$ cat src/rtl/dac_seq_pkg.sv
package dac_seq_pkg;

   typedef enum logic [1:0] {
      SEQ_IDLE   = 2'd0,
      SEQ_REQ    = 2'd1,
      SEQ_WAIT   = 2'd2,
      SEQ_SETTLE = 2'd3
   } seq_state_e;

   localparam int unsigned FIELD_W  = 8;
   localparam int unsigned B_BUSY   = 0;
   localparam int unsigned B_SETTLE = 1;
   localparam int unsigned B_OVR    = 3;
   localparam int unsigned B_CLR    = 4;
   localparam int unsigned B_UPD    = 5;

   localparam logic OP_UPDATE = 1'b0;
   localparam logic OP_CLEAR  = 1'b1;

   // round(20.5 us * hz), half rounds up
   function automatic int unsigned settle_cycles(input longint unsigned hz);
      longint unsigned prod;
      prod = hz * 64'd205 + 64'd5_000_000;
      return 32'(prod / 64'd10_000_000);
   endfunction

endpackage

$ cat src/rtl/dac_sync.sv
module dac_sync #(
   parameter int unsigned WIDTH  = 2,
   parameter int unsigned STAGES = 2
) (
   input  logic             clk,
   input  logic             rst_n,
   input  logic [WIDTH-1:0] d,
   output logic [WIDTH-1:0] q,
   output logic [WIDTH-1:0] moving
);

   generate
      if (STAGES < 2) begin : g_bad_stages
         $error("dac_sync needs at least two stages");
      end
      if (WIDTH < 1) begin : g_bad_width
         $error("dac_sync width must be positive");
      end
   endgenerate

   logic [WIDTH-1:0] stg [STAGES];

   always_ff @(posedge clk or negedge rst_n) begin
      if (!rst_n) begin
         for (int i = 0; i < STAGES; i++) stg[i] <= '0;
      end else begin
         stg[0] <= d;
         for (int i = 1; i < STAGES; i++) stg[i] <= stg[i-1];
      end
   end

   assign q = stg[STAGES-1];

   always_comb begin
      moving = '0;
      for (int i = 1; i < STAGES; i++) moving = moving | (stg[i] ^ stg[i-1]);
   end

endmodule

$ cat src/rtl/dac_settle_tmr.sv
module dac_settle_tmr #(
   parameter int unsigned CYC = 2563
) (
   input  logic clk,
   input  logic rst_n,
   input  logic start,
   output logic active,
   output logic done
);

   localparam int unsigned CNT_W = (CYC > 1) ? $clog2(CYC) : 1;
   localparam logic [CNT_W-1:0] LOAD = CNT_W'(CYC - 1);

   generate
      if (CYC < 1) begin : g_bad_cyc
         $error("settle length must be at least one cycle");
      end
   endgenerate

   logic [CNT_W-1:0] cnt;
   logic             run;

   always_ff @(posedge clk or negedge rst_n) begin
      if (!rst_n) begin
         cnt <= '0;
         run <= 1'b0;
      end else if (start) begin
         cnt <= LOAD;
         run <= 1'b1;
      end else if (run) begin
         if (cnt == '0) run <= 1'b0;
         else           cnt <= cnt - 1'b1;
      end
   end

   assign active = run;
   assign done   = run && (cnt == '0);

   assert_settle_hold_R8: assert property (@(posedge clk) disable iff (!rst_n)
      (active && !done) |=> active);
   assert_settle_end_R8: assert property (@(posedge clk) disable iff (!rst_n)
      $fell(active) |-> $past(done));
   assert_no_restart_R8: assert property (@(posedge clk) disable iff (!rst_n)
      start |-> !active);

endmodule

$ cat src/rtl/dac_chan_seq.sv
module dac_chan_seq
   import dac_seq_pkg::*;
#(
   parameter int unsigned SPAN_W     = 3,
   parameter int unsigned DATA_W     = 16,
   parameter int unsigned SETTLE_CYC = 2563
) (
   input  logic              clk,
   input  logic              rst_n,
   input  logic              cmd_upd_set,
   input  logic              cmd_clr_set,
   input  logic [SPAN_W-1:0] span_in,
   input  logic [DATA_W-1:0] value_in,
   input  logic              ack_rise,
   output logic              dev_req,
   output logic              dev_op,
   output logic [SPAN_W-1:0] dev_span,
   output logic [DATA_W-1:0] dev_data,
   output logic              pend_upd,
   output logic              pend_clr,
   output logic              active,
   output logic              settling,
   output logic              span_dirty
);

   seq_state_e        state;
   logic [SPAN_W-1:0] sent_span;
   logic              accept, take_clr, take_upd;
   logic              tmr_start, tmr_done;

   assign accept   = (state == SEQ_IDLE) && (pend_clr || pend_upd);
   assign take_clr = accept && pend_clr;
   assign take_upd = accept && !pend_clr && pend_upd;
   assign tmr_start = (state == SEQ_WAIT) && ack_rise;

   always_ff @(posedge clk or negedge rst_n) begin
      if (!rst_n) begin
         pend_clr <= 1'b0;
         pend_upd <= 1'b0;
      end else begin
         pend_clr <= (pend_clr && !take_clr) || cmd_clr_set;
         pend_upd <= (pend_upd && !take_upd) || cmd_upd_set;
      end
   end

   always_ff @(posedge clk or negedge rst_n) begin
      if (!rst_n) begin
         state     <= SEQ_IDLE;
         dev_op    <= OP_UPDATE;
         dev_span  <= '0;
         dev_data  <= '0;
         sent_span <= '0;
      end else begin
         unique case (state)
            SEQ_IDLE: if (accept) begin
               state     <= SEQ_REQ;
               dev_op    <= take_clr ? OP_CLEAR : OP_UPDATE;
               dev_span  <= span_in;
               dev_data  <= value_in;
               sent_span <= span_in;
            end
            SEQ_REQ:    state <= SEQ_WAIT;
            SEQ_WAIT:   if (ack_rise) state <= SEQ_SETTLE;
            SEQ_SETTLE: if (tmr_done) state <= SEQ_IDLE;
            default:    state <= SEQ_IDLE;
         endcase
      end
   end

   dac_settle_tmr #(.CYC(SETTLE_CYC)) u_tmr (
      .clk    (clk),
      .rst_n  (rst_n),
      .start  (tmr_start),
      .active (settling),
      .done   (tmr_done)
   );

   assign dev_req    = (state == SEQ_REQ);
   assign active     = (state != SEQ_IDLE);
   assign span_dirty = (span_in != sent_span);

   assert_req_pulse_R3: assert property (@(posedge clk) disable iff (!rst_n)
      dev_req |=> !dev_req);
   assert_clear_first_R5: assert property (@(posedge clk) disable iff (!rst_n)
      (state == SEQ_IDLE && pend_clr) |=> (dev_req && dev_op == OP_CLEAR));
   assert_hold_pending_R6: assert property (@(posedge clk) disable iff (!rst_n)
      (active && pend_upd) |=> pend_upd);
   assert_ack_gate_R7: assert property (@(posedge clk) disable iff (!rst_n)
      (state == SEQ_WAIT && !ack_rise) |=> (state == SEQ_WAIT));
   assert_settle_state_R8: assert property (@(posedge clk) disable iff (!rst_n)
      (state == SEQ_SETTLE) |-> settling);

endmodule

$ cat src/rtl/dac_seq_ctrl.sv
module dac_seq_ctrl
   import dac_seq_pkg::*;
#(
   parameter int unsigned      NUM_CH      = 2,
   parameter int unsigned      SPAN_W      = 3,
   parameter int unsigned      DATA_W      = 16,
   parameter longint unsigned  CLK_HZ      = 125_000_000,
   parameter int unsigned      SYNC_STAGES = 2
) (
   input  logic                     clk,
   input  logic                     rst_n,
   input  logic                     reg_wr,
   input  logic [31:0]              reg_wdata,
   output logic [31:0]              reg_rdata,
   input  logic [NUM_CH*SPAN_W-1:0] span_in,
   input  logic [NUM_CH*DATA_W-1:0] value_in,
   output logic [NUM_CH-1:0]        dev_req,
   output logic [NUM_CH-1:0]        dev_op,
   output logic [NUM_CH*SPAN_W-1:0] dev_span,
   output logic [NUM_CH*DATA_W-1:0] dev_data,
   input  logic [NUM_CH-1:0]        dev_ack,
   input  logic [NUM_CH-1:0]        dev_ovrtmp
);

   localparam int unsigned SETTLE_CYC = settle_cycles(CLK_HZ);
   localparam int unsigned SYNC_W     = 2 * NUM_CH;

   generate
      if (NUM_CH < 1 || NUM_CH * FIELD_W > 32) begin : g_bad_ch
         $error("channel count does not fit the 32-bit word");
      end
      if (SPAN_W < 1 || DATA_W < 1) begin : g_bad_w
         $error("span and data widths must be positive");
      end
   endgenerate

   logic [SYNC_W-1:0] sync_q, sync_mv;
   logic [NUM_CH-1:0] ack_q, ack_d, ack_rise, ovr_q;
   logic [NUM_CH-1:0][FIELD_W-1:0] field;

   dac_sync #(.WIDTH(SYNC_W), .STAGES(SYNC_STAGES)) u_sync (
      .clk    (clk),
      .rst_n  (rst_n),
      .d      ({dev_ovrtmp, dev_ack}),
      .q      (sync_q),
      .moving (sync_mv)
   );

   assign ack_q = sync_q[NUM_CH-1:0];
   assign ovr_q = sync_q[SYNC_W-1:NUM_CH];

   always_ff @(posedge clk or negedge rst_n) begin
      if (!rst_n) ack_d <= '0;
      else        ack_d <= ack_q;
   end

   assign ack_rise = ack_q & ~ack_d;

   generate
      for (genvar c = 0; c < NUM_CH; c++) begin : g_ch
         localparam int unsigned BASE = c * FIELD_W;
         logic p_upd, p_clr, act, stl, dirty, busy;

         dac_chan_seq #(
            .SPAN_W     (SPAN_W),
            .DATA_W     (DATA_W),
            .SETTLE_CYC (SETTLE_CYC)
         ) u_chan (
            .clk         (clk),
            .rst_n       (rst_n),
            .cmd_upd_set (reg_wr && reg_wdata[BASE + B_UPD]),
            .cmd_clr_set (reg_wr && reg_wdata[BASE + B_CLR]),
            .span_in     (span_in[c*SPAN_W +: SPAN_W]),
            .value_in    (value_in[c*DATA_W +: DATA_W]),
            .ack_rise    (ack_rise[c]),
            .dev_req     (dev_req[c]),
            .dev_op      (dev_op[c]),
            .dev_span    (dev_span[c*SPAN_W +: SPAN_W]),
            .dev_data    (dev_data[c*DATA_W +: DATA_W]),
            .pend_upd    (p_upd),
            .pend_clr    (p_clr),
            .active      (act),
            .settling    (stl),
            .span_dirty  (dirty)
         );

         assign busy = act || dirty || p_upd || p_clr
                       || sync_mv[c] || sync_mv[NUM_CH + c];

         always_comb begin
            field[c]           = '0;
            field[c][B_BUSY]   = busy;
            field[c][B_SETTLE] = stl;
            field[c][B_OVR]    = ovr_q[c];
            field[c][B_CLR]    = p_clr;
            field[c][B_UPD]    = p_upd;
         end

         assert_idle_quiet_R9: assert property (@(posedge clk) disable iff (!rst_n)
            !reg_rdata[BASE + B_BUSY] |-> !dev_req[c]);
         assert_settle_busy_R9: assert property (@(posedge clk) disable iff (!rst_n)
            reg_rdata[BASE + B_SETTLE] |-> reg_rdata[BASE + B_BUSY]);
      end
   endgenerate

   always_comb begin
      reg_rdata = '0;
      for (int c = 0; c < NUM_CH; c++) reg_rdata[c*FIELD_W +: FIELD_W] = field[c];
   end

   logic [1:0] warm;
   always_ff @(posedge clk or negedge rst_n) begin
      if (!rst_n)            warm <= '0;
      else if (warm != 2'd3) warm <= warm + 2'd1;
   end

   assert_ovr_delay_R10: assert property (@(posedge clk) disable iff (!rst_n)
      (warm == 2'd3 && SYNC_STAGES == 2) |-> (ovr_q == $past(dev_ovrtmp, 2)));
   assert_req_onehot_cmd_R3: assert property (@(posedge clk) disable iff (!rst_n)
      (|dev_req) |-> (|$past(reg_rdata)));

endmodule

$ cat config.mk
export PLATFORM = sky130hd
export DESIGN_NAME = dac_seq_ctrl
export DESIGN_NICKNAME = d
export VERILOG_FILES = /design/src/rtl/dac_seq_pkg.sv /design/src/rtl/dac_sync.sv /design/src/rtl/dac_settle_tmr.sv /design/src/rtl/dac_chan_seq.sv /design/src/rtl/dac_seq_ctrl.sv
export SDC_FILE = /design/constraint.sdc
export NUM_CORES = 1
export LEC_CHECK = 0
export BUFFER_PORTS_ARGS = -buffer_cell sky130_fd_sc_hd__buf_2
export CAP_MARGIN = 20
export CORE_MARGIN = 4
export CORE_UTILIZATION = 49
export CTS_CLUSTER_DIAMETER = 200
export CTS_CLUSTER_SIZE = 8
export DETAILED_ROUTE_END_ITERATION = 16
export PLACE_DENSITY_LB_ADDON = 0.12
export REMOVE_ABC_BUFFERS = 1
export SLEW_MARGIN = 20
export SYNTH_ARGS = -nofsm -noshare
export SYNTH_HDL_FRONTEND = slang
export SYNTH_SLANG_ARGS = --single-unit
$ cat constraint.sdc
create_clock -name clk -period 2.4 [get_ports clk]
set_input_delay 0.12 -clock clk [delete_from_list [all_inputs] [get_ports clk]]
set_output_delay 0.12 -clock clk [all_outputs]
set_load 0.01 [all_outputs]
==> impl_summary.log <==
[metrics] Warnings, synthesis: 0
[metrics] worst reg2reg endpoint: g_ch[0].u_chan.state[0]$_DFFE_PN0P_
[metrics] cell area after layout: approximately 5200 µm²
[metrics] Detailed Routing Iterations Pass 1: 4
[metrics] synthesized flop and latch total: 84
[metrics] Routability Congestion: approximately 0.77
[metrics] CTS H-tree depth: 3
[metrics] grt total ovfl: 0
[metrics] Post-synth EDFFs: 0
[metrics] worst path bufs/invs: 2
[metrics] worst slack at placement: 0.1948 ns
[metrics] Longest Clk Path Bufs: 2
[metrics] Highest Clock Rate: 0.4456 GHz
[metrics] Total Die Area: 9823 µm²
[metrics] FF-to-FF setup slack: 0.18 ns
[metrics] final number of max-transition violations: 0
[metrics] crit share post-route: 0.9352
[metrics] clock sink total: 84
[metrics] PwrDens: between 1000 and 1500 nW/µm²
[metrics] final worst-path setup slack: 0.1556 ns
[metrics] y dimension of the die: around 100 µm
[metrics] per-instance average area after synthesis: between 10 and 15 µm²
[metrics] max_cap viols: 0
[metrics] final hold violation count: 0
[metrics] Port Buf Inserts: 100
[metrics] latest clock arrival within the worst-skew pair: ~0.34 ns
[metrics] via-per-instance ratio: 5.029
[metrics] DP Wirelength: 5965 µm
[metrics] R2R cell count: 6
[metrics] first-pass GRT wire length: 15000 µm
[metrics] post-synthesis async set-or-reset flop share: 1.000
[metrics] dominant delay contributor by cell family on the critical path: simple AND/OR/NAND/NOR gates
[metrics] placed cell area: roughly 4500 µm²
[metrics] share of synthesized area occupied by flip-flops and latches: 0.5168
[metrics] total CTS buffers: 9
[metrics] area overhead of the layout relative to synthesis: 27.22%
[metrics] required arrival time at the worst endpoint: 2.28 ns
[metrics] Leak Pwr: 2.406 nW
[metrics] number of design rule violations left after detail routing: 0
[metrics] clock-pin slew of the registers on the worst-case setup and hold paths: 0.09 ns
[metrics] maximum resistive drop on vdd: 721.3 µV
[metrics] Hold Crit Class: in -> reg
[metrics] clock tree from TritonCTS: built
[metrics] Layout Nets: 574
[metrics] Initial Utilization: 0.5157
[metrics] highest cell delay on the worst timing path: 0.51 ns
[metrics] commonest non-fill, non-tap cell in the layout: buf_2
[metrics] pin count of the biggest net entering global routing: 54
[metrics] final setup violating endpoints: 0
[metrics] Main synth FF type: dfrtp_1
[metrics] Slowest-stage cell, CP: or4_1
[metrics] number of placement rows: 32
[metrics] antenna cell count: 0
[metrics] worst relative slew slack: 0.5465
[metrics] via count of the first global-routing pass: 3103
[metrics] run status: finished, final reports clean
[metrics] Die X: about 99 µm
[metrics] routed vias: 2962
[metrics] Tightest Pin Transition: about 0.67 ns
[metrics] category of the critical setup timing path: reg -> out
[metrics] WHS Path Cells: 2
[metrics] area of the placeable core: between 7000 and 8000 µm²
[metrics] number of instances in the synthesized netlist: 348
[metrics] CP Cell Sequence: inv_1, ha_1, nor3b_4, nand3_1, or4_1, buf_2
[metrics] Worst Hold Path EP: g_ch[0].u_chan.dev_span[0]$_DFFE_PN0P_
[metrics] ratio of cells with drive above 1 in the final layout: 0.3593
[metrics] Hold Crit Start: span_in[0]
[metrics] category of the worst setup path capture point: primary output
[metrics] Total Routing Usage GR: 0.1888
[metrics] number of different library cells in the post-synthesis netlist: between 40 and 50
[metrics] drt first-iter violations: 92
[metrics] total length of routed wires: around 9000 µm
[metrics] highest fanout seen on the critical path: 4
[metrics] Synth Cell Area: roughly 4000 µm²
[metrics] crit path time final: between 2 and 2.5 ns
[metrics] launch point of the worst reg-to-reg path: g_ch[0].u_chan.u_tmr.cnt[0]$_DFFE_PN0P_
[metrics] number of antenna violations at the first check in global routing: 0
[metrics] most frequent cells in the layout: buf_2 (99), dfrtp_1 (84), dlygate4sd3_1 (40)
[metrics] average routed wire per standard cell: roughly 15 µm
[metrics] Clock Skew: 0.008054 ns
[metrics] IO Pins: 151
[metrics] arrival time worst endpoint: 2.12 ns
[metrics] clock tree root driver cell: clkbuf_8
[metrics] critical path startpoint category: flop
[metrics] number of antenna-violating nets in the routed design: 0
==> logic make-up after synthesis <==
| family | synth area share |
|---|---|
| AND/OR/NAND/NOR | 0.1255 |
| flip-flops | 0.5168 |
| buffers and inverters | 0.08982 |
| AO/OA/AOI/OAI | 0.07906 |
| multiplexers | 0.1104 |
| XOR/XNOR | 0.03445 |
| adder cells (fa/ha/maj) | 0.04306 |
| other | 0.0009219 |
==> cells in the mapped netlist (3+ instances only) <==
cell | count | area (µm²)
inv_1 | 14 | 52.55
nand3_1 | 3 | 15.01
o31ai_1 | 6 | 45.04
a21oi_1 | 14 | 70.07
or3_1 | 10 | 62.56
clkbuf_1 | 7 | 26.28
xor2_1 | 6 | 52.55
nor3_1 | 5 | 25.02
or2_2 | 5 | 31.28
o21ai_0 | 9 | 45.04
xnor2_1 | 10 | 87.58
a31oi_1 | 3 | 18.77
mux2_2 | 39 | 439.2
ha_1 | 14 | 175.2
buf_4 | 36 | 270.3
nand2b_1 | 4 | 25.02
dfrtp_1 | 84 | 2102
or4_1 | 10 | 75.07
nor3b_1 | 3 | 22.52
nor2_1 | 11 | 41.29
nand2_1 | 17 | 63.81
nor4_1 | 4 | 25.02
==> per-layer routing <==
metal / GRT usage / routed length [µm] / up-vias
li1: - / - / 1443
met1: 0.2410 / 3890 / 1418
met2: 0.3068 / 4360 / 97
met3: 0.06031 / 685 / 4
met4: 0.05987 / 51 / 0
met5: 0 / 0 / -
==> flip-flops by register name, summed over array words and instances (netlist names) <==
name                      flops
g_ch.u_chan.u_tmr.active      2
g_ch.u_chan.dev_op            2
g_ch.u_chan.pend_upd          2
g_ch.u_chan.dev_data         32
g_ch.u_chan.dev_span          6
ack_d                         2
g_ch.u_chan.u_tmr.cnt        24
g_ch.u_chan.pend_clr          2
u_sync.q                      4
g_ch.u_chan.state             4
u_sync.stg                    4
==> timing repair <==
action	4_1_cts	5_1_grt
gates resized for setup	1	4
buffers inserted	0	0
hold endpoints to repair	69	1
hold buffers	39	1
setup endpoints to repair	1	2
==> how the worst max path moves through the flow <==
stage / startpoint / to / slack, ns / depth (start not counted)
after global routing: g_ch[1].u_chan.state[0]$_DFFE_PN0P_ / reg_rdata[8] / -0.02 / 6
after global placement: g_ch[0].u_chan.u_tmr.cnt[0]$_DFFE_PN0P_ / g_ch[0].u_chan.state[0]$_DFFE_PN0P_ / 0.23 / 6
after CTS: g_ch[0].u_chan.state[0]$_DFFE_PN0P_ / reg_rdata[0] / 0.003 / 6
after floorplan: g_ch[0].u_chan.pend_clr$_DFF_PN0_ / g_ch[0].u_chan.dev_data[0]$_DFFE_PN0P_ / -0.07 / 2
final: g_ch[1].u_chan.state[0]$_DFFE_PN0P_ / reg_rdata[8] / 0.16 / 6
after detailed placement: g_ch[0].u_chan.u_tmr.cnt[0]$_DFFE_PN0P_ / g_ch[0].u_chan.state[0]$_DFFE_PN0P_ / 0.19 / 6
==> where the power goes <==
| group | internal (mW) | switching (mW) |
|---|---|---|
| logic | 1.39 | 1.34 |
| registers | 2.04 | 0.510 |
| clock network | 0.582 | 0.503 |
==> metrics by stage <==
step	std cells	power, mW	utilization	TNS, ns	hold WS (ns)
5_1_grt	589	6.881	0.6561	-0.01685	0.01564
3_5_place_dp	534	5.199	0.5752	0	0.09120
2_1_floorplan	324	4.267	-	-2.596	-0.1756
6_report	589	6.370	0.6561	0	0.03327
3_3_place_gp	534	5.096	0.5752	0	0.08621
4_1_cts	588	6.357	0.6523	0	0.002539
==> layout make-up <==
class / instances / area [µm²]
clock inverter: 6 / 88.84
multi-input combinational: 226 / 1704
clock buffer: 9 / 123.9
fill: 603 / 2713
timing repair buffer: 148 / 975.9
inverter: 14 / 52.55
sequential: 84 / 2102
tap: 102 / 127.6
Note: power is estimated with default switching activity, not from simulation.
